$ cat src/rtl/oag_pkg.sv
package oag_pkg;
  typedef enum logic [2:0] {
    ST_IDLE, ST_FLD, ST_MEMW, ST_RES, ST_CMP, ST_WB
  } oag_state_e;

  localparam logic [1:0] AM_DIRECT   = 2'd0;
  localparam logic [1:0] AM_INDEXED  = 2'd1;
  localparam logic [1:0] AM_INDIRECT = 2'd2;
  localparam logic [1:0] AM_IND_IDX  = 2'd3;
endpackage

$ cat src/rtl/oag_xr_mux.sv
module oag_xr_mux #(
  parameter int AW  = 16,
  parameter int NXR = 8,
  localparam int XSELW = $clog2(NXR)
) (
  input  logic [NXR*AW-1:0] bank,
  input  logic [XSELW-1:0]  sel,
  output logic [AW-1:0]     val
);
  logic [AW-1:0] words [NXR];

  for (genvar g = 0; g < NXR; g++) begin : g_unpack
    assign words[g] = bank[g*AW +: AW];
  end

  always_comb begin
    val = '0;
    for (int i = 0; i < NXR; i++)
      if (sel == XSELW'(i)) val = words[i];
  end
endmodule

$ cat src/rtl/oag_ea_calc.sv
module oag_ea_calc
  import oag_pkg::*;
#(
  parameter int AW    = 16,
  parameter int DISPW = 8,
  parameter int LOCW  = 11
) (
  input  logic [1:0]       mode,
  input  logic [AW-1:0]    xval,
  input  logic [DISPW-1:0] disp,
  input  logic [LOCW-1:0]  loc,
  input  logic [AW-1:0]    ptr,
  output logic [AW-1:0]    ea
);
  always_comb begin
    case (mode)
      AM_DIRECT:   ea = AW'(loc);
      AM_INDEXED:  ea = xval + AW'(disp);
      AM_INDIRECT: ea = ptr;
      default:     ea = ptr + xval + AW'(disp);
    endcase
  end
endmodule

$ cat src/rtl/oag_pend_pick.sv
module oag_pend_pick #(
  parameter int N = 3,
  localparam int IW = (N > 1) ? $clog2(N) : 1
) (
  input  logic [N-1:0]  pend,
  output logic [IW-1:0] idx,
  output logic          last
);
  always_comb begin
    idx = '0;
    for (int i = N - 1; i >= 0; i--)
      if (pend[i]) idx = IW'(i);
  end

  assign last = ((pend & (pend - 1'b1)) == '0);
endmodule

$ cat src/rtl/oag_top.sv
module oag_top
  import oag_pkg::*;
#(
  parameter int AW    = 16,
  parameter int NXR   = 8,
  parameter int DISPW = 8,
  parameter int LOCW  = 11,
  parameter int PINCW = 5,
  parameter int NOPS  = 3,
  localparam int XSELW = $clog2(NXR),
  localparam int FW    = 2 + XSELW + DISPW + LOCW + PINCW,
  localparam int OPW   = (NOPS > 1) ? $clog2(NOPS) : 1
) (
  input  logic               clk,
  input  logic               rst_n,
  input  logic               req_valid,
  output logic               req_ready,
  input  logic [NOPS*FW-1:0] req_ops,
  input  logic [NXR*AW-1:0]  ix_regs,
  output logic               res_valid,
  input  logic               res_ready,
  output logic [NOPS*AW-1:0] res_ea,
  input  logic               cmpl,
  output logic               mem_rd_en,
  output logic               mem_wr_en,
  output logic [AW-1:0]      mem_addr,
  output logic [AW-1:0]      mem_wdata,
  input  logic [AW-1:0]      mem_rdata
);
  localparam int LOC_LSB  = PINCW;
  localparam int DISP_LSB = LOC_LSB + LOCW;
  localparam int XS_LSB   = DISP_LSB + DISPW;
  localparam int MODE_LSB = XS_LSB + XSELW;

  oag_state_e      st_q;
  logic [FW-1:0]   op_q  [NOPS];
  logic [AW-1:0]   ea_q  [NOPS];
  logic [AW-1:0]   ptr_q [NOPS];
  logic [NOPS-1:0] pend_q;
  logic [OPW-1:0]  idx_q;

  logic [1:0]       cur_mode;
  logic [XSELW-1:0] cur_xs;
  logic [DISPW-1:0] cur_disp;
  logic [LOCW-1:0]  cur_loc;
  logic [AW-1:0]    cur_x, ea_new;
  logic             last_op, field_done;
  logic [OPW-1:0]   wb_idx;
  logic             wb_last;
  logic [LOCW-1:0]  wb_loc;
  logic [PINCW-1:0] wb_pinc;

  assign cur_mode = op_q[idx_q][MODE_LSB +: 2];
  assign cur_xs   = op_q[idx_q][XS_LSB +: XSELW];
  assign cur_disp = op_q[idx_q][DISP_LSB +: DISPW];
  assign cur_loc  = op_q[idx_q][LOC_LSB +: LOCW];
  assign wb_loc   = op_q[wb_idx][LOC_LSB +: LOCW];
  assign wb_pinc  = op_q[wb_idx][0 +: PINCW];

  oag_xr_mux #(.AW(AW), .NXR(NXR)) u_xmux (
    .bank(ix_regs), .sel(cur_xs), .val(cur_x)
  );

  oag_ea_calc #(.AW(AW), .DISPW(DISPW), .LOCW(LOCW)) u_calc (
    .mode(cur_mode), .xval(cur_x), .disp(cur_disp), .loc(cur_loc),
    .ptr(mem_rdata), .ea(ea_new)
  );

  oag_pend_pick #(.N(NOPS)) u_pick (
    .pend(pend_q), .idx(wb_idx), .last(wb_last)
  );

  assign last_op    = (idx_q == OPW'(NOPS - 1));
  assign field_done = (st_q == ST_MEMW) || (st_q == ST_FLD && !cur_mode[1]);

  assign req_ready = (st_q == ST_IDLE);
  assign res_valid = (st_q == ST_RES);
  assign mem_rd_en = (st_q == ST_FLD) && cur_mode[1];
  assign mem_wr_en = (st_q == ST_WB);
  assign mem_wdata = ptr_q[wb_idx] + AW'(wb_pinc);

  always_comb begin
    mem_addr = '0;
    if (mem_rd_en)      mem_addr = AW'(cur_loc);
    else if (mem_wr_en) mem_addr = AW'(wb_loc);
  end

  for (genvar k = 0; k < NOPS; k++) begin : g_res
    assign res_ea[k*AW +: AW] = ea_q[k];
  end

  always_ff @(posedge clk) begin
    if (!rst_n) begin
      st_q   <= ST_IDLE;
      idx_q  <= '0;
      pend_q <= '0;
    end else begin
      case (st_q)
        ST_IDLE: if (req_valid) begin
          idx_q  <= '0;
          pend_q <= '0;
          st_q   <= ST_FLD;
        end
        ST_FLD, ST_MEMW: begin
          if (st_q == ST_MEMW) pend_q[idx_q] <= 1'b1;
          if (st_q == ST_FLD && cur_mode[1]) begin
            st_q <= ST_MEMW;
          end else if (last_op) begin
            st_q <= ST_RES;
          end else begin
            idx_q <= idx_q + 1'b1;
            st_q  <= ST_FLD;
          end
        end
        ST_RES: if (res_ready) st_q <= (|pend_q) ? ST_CMP : ST_IDLE;
        ST_CMP: if (cmpl) st_q <= ST_WB;
        ST_WB: begin
          pend_q[wb_idx] <= 1'b0;
          if (wb_last) st_q <= ST_IDLE;
        end
        default: st_q <= ST_IDLE;
      endcase
    end
  end

  always_ff @(posedge clk) begin
    if (st_q == ST_IDLE && req_valid)
      for (int k = 0; k < NOPS; k++) op_q[k] <= req_ops[k*FW +: FW];
    if (field_done) ea_q[idx_q] <= ea_new;
    if (st_q == ST_MEMW) ptr_q[idx_q] <= mem_rdata;
  end
endmodule

$ cat config.mk
export PLATFORM = sky130hd
export DESIGN_NAME = oag_top
export DESIGN_NICKNAME = d
export VERILOG_FILES = /design/src/rtl/oag_pkg.sv /design/src/rtl/oag_xr_mux.sv /design/src/rtl/oag_ea_calc.sv /design/src/rtl/oag_pend_pick.sv /design/src/rtl/oag_top.sv
export SDC_FILE = /design/constraint.sdc
export NUM_CORES = 1
export LEC_CHECK = 0
export ABC_CLOCK_PERIOD_IN_PS = 5500
export BUFFER_PORTS_ARGS = -buffer_cell sky130_fd_sc_hd__buf_4
export CAP_MARGIN = 20
export CORE_MARGIN = 5
export CORE_UTILIZATION = 45
export CTS_CLUSTER_SIZE = 20
export DETAILED_ROUTE_END_ITERATION = 10
export PLACE_DENSITY = 0.71
export SETUP_SLACK_MARGIN = 0.05
export SYNTH_ARGS = -nofsm -noshare
export SYNTH_HDL_FRONTEND = slang
export SYNTH_SLANG_ARGS = --single-unit
$ cat constraint.sdc
create_clock -name clk -period 5.5 [get_ports clk]
set_input_delay 1.1 -clock clk [delete_from_list [all_inputs] [get_ports clk]]
set_output_delay 1.1 -clock clk [all_outputs]
set_load 0.01 [all_outputs]
* Word level (Yosys, flattened, before mapping)
Memories as Yosys holds them, arrays and structs flattened. A register that Yosys moved wholly into a read port is not among the register bits.
Index checks and enable logic that the tools add are counted.
** Cells by class
- Add/subtract/negate cells :: 6
- Magnitude comparators :: 4
- Equality and inequality tests :: 22
- Mux-type cells :: 41
- Bitwise gates (word level) :: 4
- Reductions and logical operators :: 18
** Operators with widths (number)
- $mux W16 :: 8
- $pmux W16 S3 :: 1
- $add A16 B8 Y16 :: 2
- $mux W11 :: 2
- $mux W3 :: 7
- $mux W2 :: 10
- $eq A3 B3 Y1 const B :: 6
- $add A16 B16 Y16 :: 1
- $add A16 B5 Y16 :: 1
- $pmux W3 S5 :: 1
- $eq A3 B2 Y1 const B :: 4
- $ne A2 B2 Y1 const B :: 5
- $logic_not A3 Y1 :: 3
- $pmux W3 S3 :: 1
- $mux W1 :: 8
- $reduce_and A4 Y1 :: 2
- $and A3 B3 Y3 :: 2
- $eq A3 B1 Y1 const B :: 2
- $lt A2 B3 Y1 const B :: 2
- $logic_and A1 B1 Y1 :: 5
- $demux W1 S2 :: 2
- $eq A2 B2 Y1 const B :: 2
- $ge A2 B1 Y1 const B :: 2
- $ne A2 B1 Y1 const B :: 2
- other kinds (14) :: 14
** Storage, ports and cells
- Flip-flop bits (word level) :: 8
- Bits in writable memories :: 183
- Bits of input ports :: 236
- Output and inout port bits :: 84
- Logic and storage cells :: 101
- Memories kept :: 3
** Memory list
- op_q :: depth 3, bits a word 29, read ports 2, clocked after memory_dff 1, write ports 3, RTL line oag_top.sv:36 : logic [FW-1:0] op_q [NOPS];
- ea_q :: depth 3, bits a word 16, read ports 3, clocked after memory_dff 0, write ports 1, RTL line oag_top.sv:37 : logic [AW-1:0] ea_q [NOPS];
- ptr_q :: depth 3, bits a word 16, read ports 1, clocked after memory_dff 0, write ports 1, RTL line oag_top.sv:38 : logic [AW-1:0] ptr_q [NOPS];

* Longest topological paths before layout
- Word-level depth :: 12
- Gate-level depth with buffers :: 25
- Mapped depth without buffers :: 22

* Modules after synthesis
From an unflattened synthesis, not the netlist that was laid out.
** Second synthesis, totals
- Cells, all modules :: 919
- Area, all modules :: 11020.6 um^2
** Modules (own cells, without submodules)
- oag_top :: times used 1, cells an instance 524, area each 7921.3 um^2, seq. area each 5695.5 um^2
- oag_ea_calc :: times used 1, cells an instance 202, area each 1710.4 um^2, seq. area each 0.0 um^2
- oag_xr_mux :: times used 1, cells an instance 189, area each 1362.6 um^2, seq. area each 0.0 um^2
- oag_pend_pick :: times used 1, cells an instance 4, area each 26.3 um^2, seq. area each 0.0 um^2

* Worst setup path after synthesis
No wires, ideal clock.
- Path type :: register -> register
- From :: register with a tool-made name
- To :: memory ea_q[0][15], data pin
- Library setup time :: 0.180 ns
- Arrival :: 4.797 ns
- Required time :: 5.320 ns
- Path slack :: 0.523 ns
- Stages on the path, launching flop included :: 24
- Path buffers :: 5
- Period minus slack after synthesis :: 4.977 ns
- Cells stage by stage :: dfxtp_1 buf_6 mux2i_2 o21a_1 buf_6 buf_4 clkbuf_1 buf_2 o31ai_1 nand2_1 inv_1 fa_1 inv_1 ha_1 fa_1 a211oi_1 o21ai_0 o21ai_0 o21ai_0 o41ai_1 o21ai_0 xnor2_1 or4_1 o211ai_1
** RTL lines (RTL line)
- end: declaration :: oag_top.sv:37

* Final worst setup path
- From :: register pend_q[0]
- To :: output mem_wdata[14]
** Between the ends
- Word-level cells in the longest chain between the ends :: 3
- Elaborated cells on any way between the ends :: 4
- Classes of those cells :: add/sub: 1; mux: 1; memory: 2
** RTL lines
- start: declaration :: RTL line oag_top.sv:39 : logic [NOPS-1:0] pend_q;
- start signal: assignment :: RTL line oag_top.sv:96 : pend_q <= '0;
- start signal: assignment :: RTL line oag_top.sv:101 : pend_q <= '0;
- start signal: indexed assignment :: RTL line oag_top.sv:105 : if (st_q == ST_MEMW) pend_q[idx_q] <= 1'b1;
- $mux W2 * :: RTL line oag_pend_pick.sv:12 : if (pend[i]) idx = IW'(i);
- $mem_v2 Z3 W16 / $mem_v2 Z3 W29 (equally long branches)
- $add A16 B5 Y16 * :: RTL line oag_top.sv:80 : assign mem_wdata = ptr_q[wb_idx] + AW'(wb_pinc);
- end: declaration :: RTL line oag_top.sv:27 : output logic [AW-1:0] mem_wdata,
Mark *: on every way between the ends. The rest lies on a longest branch, timed or not.

==> results_dict.tcl <==
set metrics [dict create \
    status "complete, no violations" \
    final_common_cell "buf_4" \
    path_max_fanout 14 \
    avgSynthCellArea_um2 11.43 \
    drt_iter0_drc 408 \
    die_h_um 164.1 \
    required_ns 4.40 \
    fmax_ghz 0.1952 \
    grt_pass1_wl_um 44630 \
    setup-tns-final_ns 0 \
    cts_root_buf "clkbuf_16" \
    ios 320 \
    grt_use_total_pct 21.99 \
    hp-class "flop to flop" \
    arrival_ns 4.02 \
    die_area_mm2 0.02692 \
    htreeDepth 4 \
    ys_ff_latch 193 \
    routed_wl_um 30320 \
    synth-seq-area-share_pct 53.31 \
    final_cell_area_mm2 0.01396 \
    maxCapViolations 0 \
    endpoint_kind "output port" \
    period_share_pct 93.14 \
    synthDistinctLibCells 75 \
    start_kind "flop" \
    initial_utilization_pct 45.65 \
    netSwitchingFraction_pct 33.63 \
    antenna_cells 0 \
    synth_cells 935 \
    nets 1520 \
    synth_warnings 0 \
    holdWs_ns 0.6133 \
    power_frac_comb_pct 34.3 \
    synth_flop_cell "edfxtp_1" \
    final_cell_mix "buf_4, edfxtp_1, nand2_1" \
    rsz0062_at_grt "no" \
    fin_worst_skew_ns 0.01513 \
    internal-power_mw 3.069 \
    path_clk_slew_ns 0.08 \
    core-area_mm2 0.02340 \
    switching_power_mw 1.555 \
    powerDensity_mw_per_mm2 331.1 \
    synth_edf_count 183 \
    area.growth.synth_to_final_pct 30.69 \
    dr.pass1.iters 5 \
    async_reset_ff_share_pct 0 \
    clock_sinks 193 \
    finalHoldViolCount 0 \
    die_width_um 164.1 \
    clkPwrFrac_pct 26.5 \
    grt_max_degree 88 \
    postCtsSetupRepairBufs 0 \
    timing.final.crit_period_ns 5.123 \
    clk_latency_ns 0.44 \
    grt-ovfl-total 0 \
    crit_type "flop to output port" \
    gp_congestion 0.9282 \
    rows 56 \
    placed_area_mm2 0.01332 \
    drc 0 \
    cts_tree "done" \
    antenna_found_initial 0 \
    syn_area_mm2 0.01068 \
    p_leak_nw 5.550 \
    seq_power_share_pct 39.2 \
    dr_total_vias 8303 \
    cts_buffers 17 \
    peakVddDrop_v 0.0002076 \
    tightest_slew_ns 0.9723 \
    drive_gt1_share_pct 32.67 \
    port_buffers 314 \
    wl_per_cell_um 19.34 \
    dpl.hpwl_um 24070 \
    grt_pass1_vias 8240 \
    slew_viol_final 0 \
    avgViaCountPerCell 5.295 \
    slew_headroom_pct 35.18 \
    final_antenna_net_count 0 \
    clock_path_buffers 2 \
    finalSetupViolCount 0 \
]
-- critical path: stages (launching register included) --
cell and delay (ns):
dfxtp_1 0.43, and2b_2 0.41, buf_4 0.32, mux2i_1 0.21, o21ai_0 0.10, ha_1 0.35
a21o_1 0.13, a21oi_1 0.10, nor2b_1 0.13, o21a_1 0.14, and3_1 0.20, nand3_1 0.13
or3b_1 0.44, nor3_1 0.20, xnor2_1 0.15, buf_4 0.14
-- state kept, by name, indices dropped and copies added (netlist names), named ones only --
register	count
op_q	87
ea_q	48
ptr_q	48
pend_q	3
st_q	3
idx_q	2
-- layer usage --
metal | share of wire (%) | global-route usage, %
met1 | 40 | 26.84
met2 | 51 | 37.72
met3 | 7.2 | 5.772
met4 | 2.4 | 7.815
met5 | 0 | 0
-- layout make-up --
| class | count | area, um2 |
|---|---|---|
| well taps | 319 | 399.1 |
| clock buffers | 17 | 425.4 |
| multi-input cells | 661 | 4614 |
| inverters | 28 | 105.1 |
| repair buffers | 335 | 2555 |
| fillers | 1969 | 9439 |
| clock inverters | 15 | 165.2 |
| flip-flops and latches | 193 | 5699 |
-- cell families (layout without fill, tap and decap cells) --
group	count (synthesis)	after routing	share of synthesized area, %
buf+inv	85	395	3.876
other cells	1	5	0.03510
xor+xnor	37	37	3.103
simple gates	273	273	11.44
compound gates	220	220	13.21
mux	78	78	8.631
fa+ha+maj	48	48	6.394
flops	193	193	53.31
-- power by group through the flow --
stage                     Sequential, mW  Clock, mW  Combinational (mW)
after floorplan                     1.84          0                1.05
after global placement              1.85          0                1.53
after detailed placement            1.85          0                1.56
after CTS                           1.82       1.24                1.56
after global routing                1.82       1.31                1.74
final                               1.81       1.22                1.59
-- synth_stat cells, types with 10 or more instances --
cell / n / area (um2)
edfxtp_1: 183 / 5495
nand2_1: 124 / 465.5
nor2_1: 76 / 285.3
a21oi_1: 70 / 350.3
mux2i_1: 66 / 660.6
o21ai_0: 42 / 210.2
ha_1: 37 / 462.9
clkbuf_1: 28 / 105.1
inv_1: 28 / 105.1
xor2_1: 22 / 192.7
o22ai_1: 16 / 100.1
a211oi_1: 14 / 105.1
nand3_1: 14 / 70.07
xnor2_1: 14 / 122.6
o21a_1: 13 / 97.59
fa_1: 11 / 220.2
a31oi_1: 10 / 62.56
buf_2: 10 / 50.05
dfxtp_1: 10 / 200.2
mux4_2: 10 / 225.2
nor3_1: 10 / 50.05
-- worst paths after layout --
| path | start | end | slack, ns | cells after the start |
|---|---|---|---|---|
| max reg2reg | flop | ea_q[2][15] | 0.45 | 21 |
| max | pend_q[0] | mem_wdata[14] | 0.38 | 15 |
| min reg2reg | pend_q[2] | pend_q[2] | 0.61 | 2 |
| min | pend_q[2] | pend_q[2] | 0.61 | 2 |
-- metrics by stage --
step	cells	utilization (%)	worst slack, ns	power, mW
detailed placement	1534	56.91	0.2593	3.407
finish	1568	59.67	0.3775	4.624
global placement	1534	56.91	0.3248	3.379
global route	1568	59.67	0.07065	4.876
CTS	1566	59.43	0.2163	4.624
floorplan	939	-	0.5235	2.897
-- what timing repair did --
item                                    4_1_cts  5_1_grt
hold buffers                                  0        0
gates resized for setup                       0        4
endpoints found under the setup margin        0        5
No activity file was read; power rests on OpenSTA's default activity.
